### config.mk
export PLATFORM = sky130hd
export DESIGN_NAME = prd_wave_engine
export DESIGN_NICKNAME = d
export VERILOG_FILES = /design/src/rtl/prd_pkg.sv /design/src/rtl/prd_xfer_counter.sv /design/src/rtl/prd_dwell_timer.sv /design/src/rtl/prd_seq_fsm.sv /design/src/rtl/prd_wave_engine.sv
export SDC_FILE = /design/constraint.sdc
export NUM_CORES = 1
export LEC_CHECK = 0
export BUFFER_PORTS_ARGS = -buffer_cell sky130_fd_sc_hd__buf_2
export CORE_MARGIN = 1.5
export CORE_UTILIZATION = 40
export DETAILED_ROUTE_END_ITERATION = 12
export PLACE_DENSITY_LB_ADDON = 0.08
export SLEW_MARGIN = 20
export SYNTH_ARGS = -nofsm -noshare
export SYNTH_HDL_FRONTEND = slang
export SYNTH_SLANG_ARGS = --single-unit
### constraint.sdc
create_clock -name clk -period 4.2 [get_ports clk]
set_input_delay 0 -clock clk [delete_from_list [all_inputs] [get_ports clk]]
set_output_delay 0 -clock clk [all_outputs]
set_load 0.01 [all_outputs]
### src/rtl/prd_pkg.sv
package prd_pkg;

    typedef enum logic [2:0] {
        ST_IDLE    = 3'd0,
        ST_PROBE   = 3'd1,
        ST_STROBE  = 3'd2,
        ST_CAPTURE = 3'd3,
        ST_TAIL    = 3'd4,
        ST_EMPTY   = 3'd5
    } prd_state_e;

endpackage

### src/rtl/prd_xfer_counter.sv
module prd_xfer_counter #(
    parameter int CNT_W = 32
) (
    input  logic             clk,
    input  logic             rst_n,
    input  logic             load_en_i,
    input  logic [CNT_W-1:0] load_val_i,
    input  logic             dec_en_i,
    output logic [CNT_W-1:0] count_o,
    output logic             zero_o
);

    logic [CNT_W-1:0] count_q;

    // the load is gated to IDLE by the caller, so it never meets a decrement
    always_ff @(posedge clk or negedge rst_n) begin
        if (!rst_n) begin
            count_q <= '0;
        end else if (load_en_i) begin
            count_q <= load_val_i;
        end else if (dec_en_i && (count_q != '0)) begin
            count_q <= count_q - CNT_W'(1);
        end
    end

    assign count_o = count_q;
    assign zero_o  = (count_q == '0);

endmodule

### src/rtl/prd_dwell_timer.sv
module prd_dwell_timer #(
    parameter int LEN = 3
) (
    input  logic clk,
    input  logic rst_n,
    input  logic en_i,
    output logic last_o
);

    generate
        if (LEN <= 1) begin : g_single
            // a one-cycle dwell needs no storage
            assign last_o = en_i;
        end else begin : g_count
            localparam int W = $clog2(LEN);
            localparam logic [W-1:0] LAST = W'(LEN - 1);
            logic [W-1:0] tick_q;

            always_ff @(posedge clk or negedge rst_n) begin
                if (!rst_n) begin
                    tick_q <= '0;
                end else if (!en_i || (tick_q == LAST)) begin
                    tick_q <= '0;
                end else begin
                    tick_q <= tick_q + W'(1);
                end
            end

            assign last_o = en_i && (tick_q == LAST);
        end
    endgenerate

endmodule

### src/rtl/prd_seq_fsm.sv
module prd_seq_fsm
    import prd_pkg::*;
(
    input  logic       clk,
    input  logic       rst_n,
    input  logic       start_i,
    input  logic       abort_i,
    input  logic       fifo_full_i,
    input  logic       per_stat_i,
    input  logic       cnt_zero_i,
    input  logic       dwell_last_i,
    output prd_state_e state_o,
    output logic       rd_n_o,
    output logic       fifo_wr_o,
    output logic       irq_o,
    output logic       busy_o,
    output logic       done_o
);

    prd_state_e state_q, state_d;
    logic       done_q, done_d;

    // state register
    always_ff @(posedge clk or negedge rst_n) begin
        if (!rst_n) begin
            state_q <= ST_IDLE;
            done_q  <= 1'b0;
        end else begin
            state_q <= state_d;
            done_q  <= done_d;
        end
    end

    // transitions
    always_comb begin
        state_d = state_q;
        done_d  = done_q;
        unique case (state_q)
            ST_IDLE: begin
                if (start_i && !abort_i) begin
                    if (cnt_zero_i) begin
                        done_d = 1'b1;
                    end else begin
                        done_d  = 1'b0;
                        state_d = ST_PROBE;
                    end
                end
            end
            ST_PROBE: begin
                if (abort_i) begin
                    state_d = ST_IDLE;
                end else if (fifo_full_i) begin
                    state_d = ST_PROBE;
                end else if (!per_stat_i) begin
                    state_d = ST_EMPTY;
                end else begin
                    state_d = ST_STROBE;
                end
            end
            ST_STROBE: begin
                if (abort_i) begin
                    state_d = ST_IDLE;
                end else if (dwell_last_i) begin
                    state_d = ST_CAPTURE;
                end
            end
            ST_CAPTURE: begin
                state_d = abort_i ? ST_IDLE : ST_TAIL;
            end
            ST_TAIL: begin
                if (abort_i) begin
                    state_d = ST_IDLE;
                end else if (cnt_zero_i) begin
                    state_d = ST_IDLE;
                    done_d  = 1'b1;
                end else begin
                    state_d = ST_PROBE;
                end
            end
            ST_EMPTY: begin
                if (abort_i) begin
                    state_d = ST_IDLE;
                end
            end
            default: state_d = ST_IDLE;
        endcase
    end

    // outputs (Moore)
    always_comb begin
        rd_n_o    = 1'b1;
        fifo_wr_o = 1'b0;
        irq_o     = 1'b0;
        busy_o    = 1'b1;
        unique case (state_q)
            ST_IDLE:    busy_o = 1'b0;
            ST_PROBE:   ;
            ST_STROBE:  rd_n_o = 1'b0;
            ST_CAPTURE: begin
                rd_n_o    = 1'b0;
                fifo_wr_o = 1'b1;
            end
            ST_TAIL:    rd_n_o = 1'b0;
            ST_EMPTY:   irq_o  = 1'b1;
            default:    busy_o = 1'b0;
        endcase
    end

    assign state_o = state_q;
    assign done_o  = done_q;

endmodule

### src/rtl/prd_wave_engine.sv
module prd_wave_engine
    import prd_pkg::*;
#(
    parameter int DATA_W        = 8,
    parameter int CNT_W         = 32,
    parameter int STROBE_CYCLES = 3
) (
    input  logic              clk,
    input  logic              rst_n,
    input  logic [DATA_W-1:0] per_data_i,
    input  logic              per_stat_i,
    output logic              per_rd_n_o,
    output logic [DATA_W-1:0] fifo_wdata_o,
    output logic              fifo_wr_o,
    input  logic              fifo_full_i,
    input  logic [CNT_W-1:0]  host_cnt_i,
    input  logic              host_cnt_load_i,
    input  logic              host_start_i,
    input  logic              host_abort_i,
    output logic [CNT_W-1:0]  xfer_count_o,
    output logic              busy_o,
    output logic              done_o,
    output logic              empty_irq_o
);

    prd_state_e state;
    logic       cnt_zero;
    logic       dwell_last;
    logic       wr;
    logic       busy;

    prd_seq_fsm u_fsm (
        .clk          (clk),
        .rst_n        (rst_n),
        .start_i      (host_start_i),
        .abort_i      (host_abort_i),
        .fifo_full_i  (fifo_full_i),
        .per_stat_i   (per_stat_i),
        .cnt_zero_i   (cnt_zero),
        .dwell_last_i (dwell_last),
        .state_o      (state),
        .rd_n_o       (per_rd_n_o),
        .fifo_wr_o    (wr),
        .irq_o        (empty_irq_o),
        .busy_o       (busy),
        .done_o       (done_o)
    );

    prd_dwell_timer #(
        .LEN (STROBE_CYCLES)
    ) u_dwell (
        .clk    (clk),
        .rst_n  (rst_n),
        .en_i   (state == ST_STROBE),
        .last_o (dwell_last)
    );

    prd_xfer_counter #(
        .CNT_W (CNT_W)
    ) u_count (
        .clk        (clk),
        .rst_n      (rst_n),
        .load_en_i  (host_cnt_load_i && !busy),
        .load_val_i (host_cnt_i),
        .dec_en_i   (wr),
        .count_o    (xfer_count_o),
        .zero_o     (cnt_zero)
    );

    assign fifo_wr_o    = wr;
    assign fifo_wdata_o = per_data_i;
    assign busy_o       = busy;

endmodule

==> results of run 1 <==
metrics by stage:
stage	util [%]	area (um^2)	std cells	setup slack, ns
2_1_floorplan	-	2380	275	1.61
3_3_place_gp	49.0	2750	403	1.27
3_5_place_dp	49.0	2750	403	1.17
4_1_cts	57.0	3200	445	1.16
5_1_grt	57.0	3200	445	0.851
6_report	57.0	3200	445	1.16
critical path, delay by kind of cell (launching register included):
family / cells / cell delay [ns]
DFF: 1 / 0.45
and+or+nand+nor: 2 / 1.19
AOI/OAI and AO/OA: 3 / 1.28
where the power goes:
| group | switching (uW) | total [uW] | internal, uW |
|---|---|---|---|
| Sequential | 79.3 | 504 | 425 |
| Combinational | 154 | 296 | 142 |
| Clock | 130 | 308 | 178 |
area by class of cell:
type | count | area (um^2) | area share [%]
repair buffers | 111 | 731 | 22.9
well taps | 72 | 90.1 | 2.82
multi-input cells | 210 | 1300 | 40.5
clock inverters | 1 | 30.0 | 0.939
flip-flops and latches | 38 | 951 | 29.7
clock buffers | 7 | 76.3 | 2.39
inverters | 6 | 22.5 | 0.705
cells by family after synthesis:
logic type | Yosys count | share of synthesized area [%]
and+or+nand+nor | 134 | 31.7
xor gates and xnor gates | 1 | 0.368
AOI/OAI and AO/OA | 72 | 20.4
buffers and inverters | 27 | 6.00
DFF | 38 | 40.0
adders and majority gates | 3 | 1.58
worst max path at each step:
stage / end / slack [ns] / cells past startpoint
2_1_floorplan: u_count.count_o[5] / 1.61 / 7
3_3_place_gp: u_count.count_o[23] / 1.27 / 5
3_5_place_dp: u_count.count_o[23] / 1.17 / 5
4_1_cts: u_count.count_o[23] / 1.16 / 5
5_1_grt: u_count.count_o[30] / 0.85 / 5
6_report: u_count.count_o[23] / 1.16 / 5
placed cells by master, fill, tap and decap left out, types with 2 or more instances in the layout:
| cell | instances |
|---|---|
| ha_1 | 3 |
| o211ai_1 | 5 |
| buf_4 | 2 |
| nor2b_1 | 4 |
| nand3b_1 | 4 |
| nand2_1 | 16 |
| dlygate4sd3_1 | 34 |
| o31ai_1 | 5 |
| and3_1 | 3 |
| o21ai_0 | 16 |
| nor3_1 | 14 |
| dfrtp_1 | 38 |
| or3_1 | 19 |
| or4_1 | 14 |
| nor4_1 | 2 |
| and2_1 | 2 |
| o41ai_1 | 2 |
| inv_1 | 6 |
| nand3_1 | 12 |
| nand2b_1 | 3 |
| o311ai_0 | 3 |
| or4_4 | 2 |
| clkbuf_1 | 2 |
| o31a_1 | 2 |
| clkbuf_8 | 5 |
| buf_2 | 75 |
| nor2_1 | 33 |
| a31oi_1 | 22 |
| o22a_1 | 2 |
| a21oi_1 | 6 |
flip-flops by register name, indices dropped and copies added, names as in the netlist:
name and flops:
u_fsm.done_o 1, u_dwell.g_count.tick_q 2, u_count.count_o 32, u_fsm.state_o 3
metal layers:
layer | wire (um) | global-route usage, % | vias up
li1 | - | - | 1233
met1 | 3060 | 28.3 | 1178
met2 | 3090 | 34.2 | 68
met3 | 303 | 3.30 | 6
met4 | 61 | 7.07 | 0
met5 | 0 | 0 | -
==> summary.md, run 1 <==
| Metric | Value |
|---|---|
| Final Hold Vio Count | 0 |
| WP data required | 4.39 ns |
| #FFs+latches synth | 38 |
| Post-CTS sizing | 0 |
| Hold slack final | 0.00000394 ns |
| Slew @ Worst Pin | 1.02 ns |
| Fin nets | between 400 and 500 |
| Peak supply drop | approximately 0.15 mV |
| Fillers | 554 |
| RSZ-0062 raised after global routing | no |
| Critical-path maximum fanout | 17 |
| Syn Nets | 325 |
| Global-route wire length before repair | ~11 mm |
| CTS tree | built |
| Share of layout cells above drive strength 1 | about a quarter |
| Gr ovfl total | 0 |
| Final GP Congestion | between 0.8 and 0.9 |
| CTS Hold Bufs | 34 |
| Largest net degree at the start of global routing | 44 |
| First drt pass iteration count | 4 |
| CP max-delay cell | o211ai_1 |
| Asr flop ratio synth | 100% |
| Initial antenna violation count | 0 |
| GRT Util Overall | 21.0% |
| Slowest stage delay, CP | 0.87 ns |
| Worst endpoint data arrival time | ~3.2 ns |
| Post-synth EDFFs | 0 |
| Warnings, synthesis | 0 |
| Yosys top cell by area | dfrtp_1 |
| Minimum clock period | between 3 and 4 ns |
| # diodes | 0 |
| Clock Skew | 0.00943 ns |
| R2R Path Start | u_count.count_o[24] |
| Die width | approximately 80 um |
| Clock root cell | clkbuf_8 |
| Area grow syn2layout | 34.4% |
| Seq/Total Area, Yosys | 40.0% |
| Kind of critical path | flop to flop |
| Initial Utilization | 42.4% |
| Achievable Freq | between 0.3 and 0.4 GHz |
| Clock slew at reported path FFs | ~0.080 ns |
| Prevailing post-synth register cell | dfrtp_1 |
| Top cells by area, synth | dfrtp_1 (40%), a31oi_1 (5.8%), nor2_1 (5.2%) |
| Dpl hpwl | 4.50 mm |
| Core Region | 5610 um^2 |
| CP Launch Type | flop |
| FP Rows | 27 |
| Die area | roughly 6400 um^2 |
| Routed Antenna Nets | 0 |
| Sum Neg Setup Slack | 0 ns |
| Count leader, synth | dfrtp_1 |
| Yosys top cell area share | about 40% |
| Post-CTS setup buffers | 0 |
| Leak | 0.00134 uW |
| Worst Setup End Kind | flop |
| Syn avg cell area | slightly below 9 um^2 |
| Overall power | 1110 uW |
| Routed wire length | between 6 and 7 mm |
| R2R Path End | u_count.count_o[23] |
| Number of remaining DRC errors | 0 |
| Number of max-cap violations | 0 |
| H-tree levels | 2 |
| Period Utilization, post-route | slightly above 70% |
| R2R Setup Slk | 1.16 ns |
| CP startpoint | u_count.count_o[24] |
| Vias in the first global route | 2269 |
| Die Y | about 80 um |
| Post-synthesis cell type count | 46 |
| Min-delay src | per_data_i[7] |
| PortBufs | 75 |
| WHS Endpoint | fifo_wdata_o[7] |
| Routed vias | 2485 |
| Clk Latency, worst-skew pair | roughly 0.30 ns |
| Relative slew slack | a little under a third |
| DR iter-0 viols | about 140 |
| PD cells | 347 nW/um^2 |
| # setup viols final | 0 |
| Via/cell ratio | about 5.6 |
| Path depth of the worst reg2reg path | 5 |
| Boundary Pins | between 90 and 100 |
| Crit path cell chain | or4_4, or4_1, o211ai_1, o21ai_0, o22a_1 |
| Type of the worst min-delay path | input port to primary output |
| Max-slew violations | 0 |
| Outcome | finished, final reports clean |
| Post-Synthesis Cells | between 200 and 300 |
| WL per Instance | around 15 um |
| Post-Syn Area | around 2400 um^2 |
| Hold depth | 0 |
| CTS Buffer Depth | 2 |
| Cts bufs inserted | 5 |
| CTS Sinks | 38 |
| Most frequent cells after synthesis | dfrtp_1 (38), nor2_1 (33), a31oi_1 (22), or3_1 (19) |
No activity file was read; power rests on OpenSTA's default activity.
==> inputs of run 2 (changes only) <==
Clock period 4.2 ns to 2.5 ns, I/O delays scaled along.
==> run 2 against run 1 <==
The run now ends with hold timing left; sequential share of layout area is 1.2 points lower; final cell count rose by 4.5%; highest routed layer unchanged; non-clock buffer count grew 20; via count up 5.2%; clock skew fell by 0.0022 ns.
==> summary.md, run 2 (synthesis results as in run 1) <==
| Metric | Value |
|---|---|
| PD cells | 545 nW/um^2 (was 347 nW/um^2) |
| Final Hold Vio Count | 1 (was 0) |
| Minimum clock period | 2.42 ns (was 3.04 ns) |
| CP Launch Type | flop (unchanged) |
| Largest delay share family, worst path | simple AND/OR/NAND/NOR gates (was compound AO/OA/AOI/OAI gates) |
| Worst Setup End Kind | flop (unchanged) |
| Clk Latency, worst-skew pair | 0.30 ns (about the same) |
| Routed Antenna Nets | 0 (unchanged) |
| Type of the worst min-delay path | input port to flop (was input port to primary output) |
| Pre-CTS setup slack | 0.0385 ns (was 1.17 ns) |
| Crit path cell chain | or4_4, or4_4, o311ai_2, nor3_1, a211o_1 (was or4_4, or4_1, o211ai_1, o21ai_0, o22a_1) |
| Routed wire length | 6.83 mm (was 6.51 mm) |
| CTS tree | built (unchanged) |
| Clock Skew | 0.00723 ns (was 0.00943 ns) |
| Area grow syn2layout | 40.3% (was 34.4%) |
| Boundary Pins | 92 (unchanged) |
| Vias in the first global route | 2481 (was 2269) |
| Global-route wire length before repair | 11.2 mm (was 10.7 mm) |
| Number of max-cap violations | 0 (unchanged) |
| Die Y | 80.1 um (unchanged) |
| Hold slack final | -0.00906 ns (was 0.00000394 ns) |
| Fin nets | 442 (was 422) |
| Gr ovfl total | 0 (unchanged) |
| Worst endpoint data arrival time | 2.60 ns (was 3.23 ns) |
| Initial antenna violation count | 0 (unchanged) |
| Core Region | 5610 um^2 (unchanged) |
| Routed vias | 2614 (was 2485) |
| Kind of critical path | flop to flop (unchanged) |
| Reg area | 952 um^2 (was 951 um^2) |
| # diodes | 0 (unchanged) |
| GRT Util Overall | 22.5% (was 21.0%) |
| Most frequent cells in the layout | buf_2 (75), dfrtp_1 (37), nor2_1 (33), dlygate4sd3_1 (31), buf_4 (24) (was buf_2 (75), dfrtp_1 (38), dlygate4sd3_1 (34), nor2_1 (33), a31oi_1 (22)) |
| DR iter-0 viols | 103 (was 141) |
| Failing checks | hold timing |
| Final GP Congestion | 0.796 (was 0.809) |
| Fillers | 565 (was 554) |
| Most common cell after layout, fill and taps aside | buf_2 (unchanged) |
| Slowest stage delay, CP | 0.55 ns (was 0.87 ns) |
| Initial Utilization | 42.4% (unchanged) |
| RSZ-0062 raised after global routing | yes (was no) |
| WP data required | 2.68 ns (was 4.39 ns) |
| Die width | 80.1 um (unchanged) |
| Share of layout cells above drive strength 1 | 29.8% (was 24.4%) |
| Die area | 6420 um^2 (unchanged) |
| Crit path buffers/inverters | 0 (unchanged) |
| Sum Neg Setup Slack | 0 ns (unchanged) |
| Largest register FFs | 32 (unchanged) |
| Leak | 0.00143 uW (was 0.00134 uW) |
| Outcome | finished, violations left (was finished, final reports clean) |
| Critical-path maximum fanout | 9 (was 17) |
| Achievable Freq | 0.413 GHz (was 0.329 GHz) |
| Post-CTS setup buffers | 0 (unchanged) |
| CP max-delay cell | or4_4 (was o211ai_1) |
| Largest net degree at the start of global routing | 39 (was 44) |
| CTS Sinks | 38 (unchanged) |
| Final WS setup | 0.0799 ns (was 1.16 ns) |
| H-tree levels | 2 (unchanged) |
| Dpl hpwl | 4.85 mm (was 4.50 mm) |
| CTS Buffer Depth | 2 (unchanged) |
| FP Rows | 27 (unchanged) |
| Most frequent CP cell | or4_4 |
| Slew @ Worst Pin | 0.894 ns (was 1.02 ns) |
| Finished Core Util | 59.5% (was 57.0%) |
| Relative slew slack | 40.4% (was 31.5%) |
| Multi-input logic area | 1310 um^2 (was 1300 um^2) |
| Number of remaining DRC errors | 0 (unchanged) |
| Peak supply drop | 0.237 mV (was 0.151 mV) |
| Max-slew violations | 0 (unchanged) |
| Clock root cell | clkbuf_8 (unchanged) |
| Period Utilization, post-route | 96.8% (was 72.3%) |
| Clock slew at reported path FFs | 0.08 ns (about the same) |
| # setup viols final | 0 (unchanged) |
| Cts bufs inserted | 5 (unchanged) |
| Via/cell ratio | 5.62 (was 5.58) |
| First drt pass iteration count | 4 (unchanged) |
| WL per Instance | 14.7 um (was 14.6 um) |
| PortBufs | 75 (unchanged) |
run 2: changes by cell type in the layout (fill, tap and decap cells not counted):
cell           before  now
bufinv_16           1    0
dfrtp_2             0    1
or4_1              14   11
or4_4               2    5
buf_12              0    1
dlygate4sd3_1      34   31
buf_4               2   24
dfrtp_1            38   37
clkbuf_1            2    3
run 2: worst min-delay path, stage by stage:
cell,delay [ns]
buf_2,0.07
nor2_1,0.04
a31oi_1,0.14
run 2: report_power, final:
group | switching [uW] | internal [uW]
clock network | 228 | 199
registers | 117 | 714
logic | 288 | 273
total | 633 | 1190
run 2: final cells by class:
class	instances	share of cell area (%)
Clock buffer	8	2.40
Inverter	6	0.675
Multi-Input combinational cell	210	39.2
Sequential cell	38	28.5
Tap cell	72	2.70
Timing Repair Buffer	131	26.5
run 2: metal layers:
layer | track usage, % | vias to the layer above | share of wire (%)
met2 | 38.0 | 80 | 47
met5 | 0 | - | 0
met4 | 7.41 | 0 | 1.6
met3 | 5.34 | 11 | 4.9
met1 | 28.0 | 1245 | 46
li1 | - | 1278 | -
run 2: metrics by stage:
step | cell area (um^2) | power (uW) | instances
5_1_grt | 3340 | 1930 | 465
3_3_place_gp | 2940 | 1350 | 426
6_report | 3340 | 1820 | 465
2_1_floorplan | 2390 | 1110 | 275
4_1_cts | 3330 | 1830 | 465
3_5_place_dp | 2940 | 1370 | 426
run 2: path summary, 6_finish.rpt:
check                                                from  cells past startpoint  slack, ns                        end
max in group asynchronous                           rst_n                      2       1.54        u_count.count_o[24]
worst max register to register        u_count.count_o[26]                      5       0.08        u_count.count_o[21]
worst min register to register  u_dwell.g_count.tick_q[0]                      1       0.43  u_dwell.g_count.tick_q[0]
worst min-delay path                       host_cnt_i[26]                      3     -0.009        u_count.count_o[26]
worst max-delay path                  u_count.count_o[26]                      5       0.08        u_count.count_o[21]
min in group asynchronous                           rst_n                      2       0.36        u_count.count_o[22]
run 2: repair_timing:
item / 4_1_cts / 5_1_grt
endpoints found under the setup margin: 0 / 3
hold buffers: 31 / 0
gates resized for setup: 0 / 2
hold endpoints to repair: 70 / 0
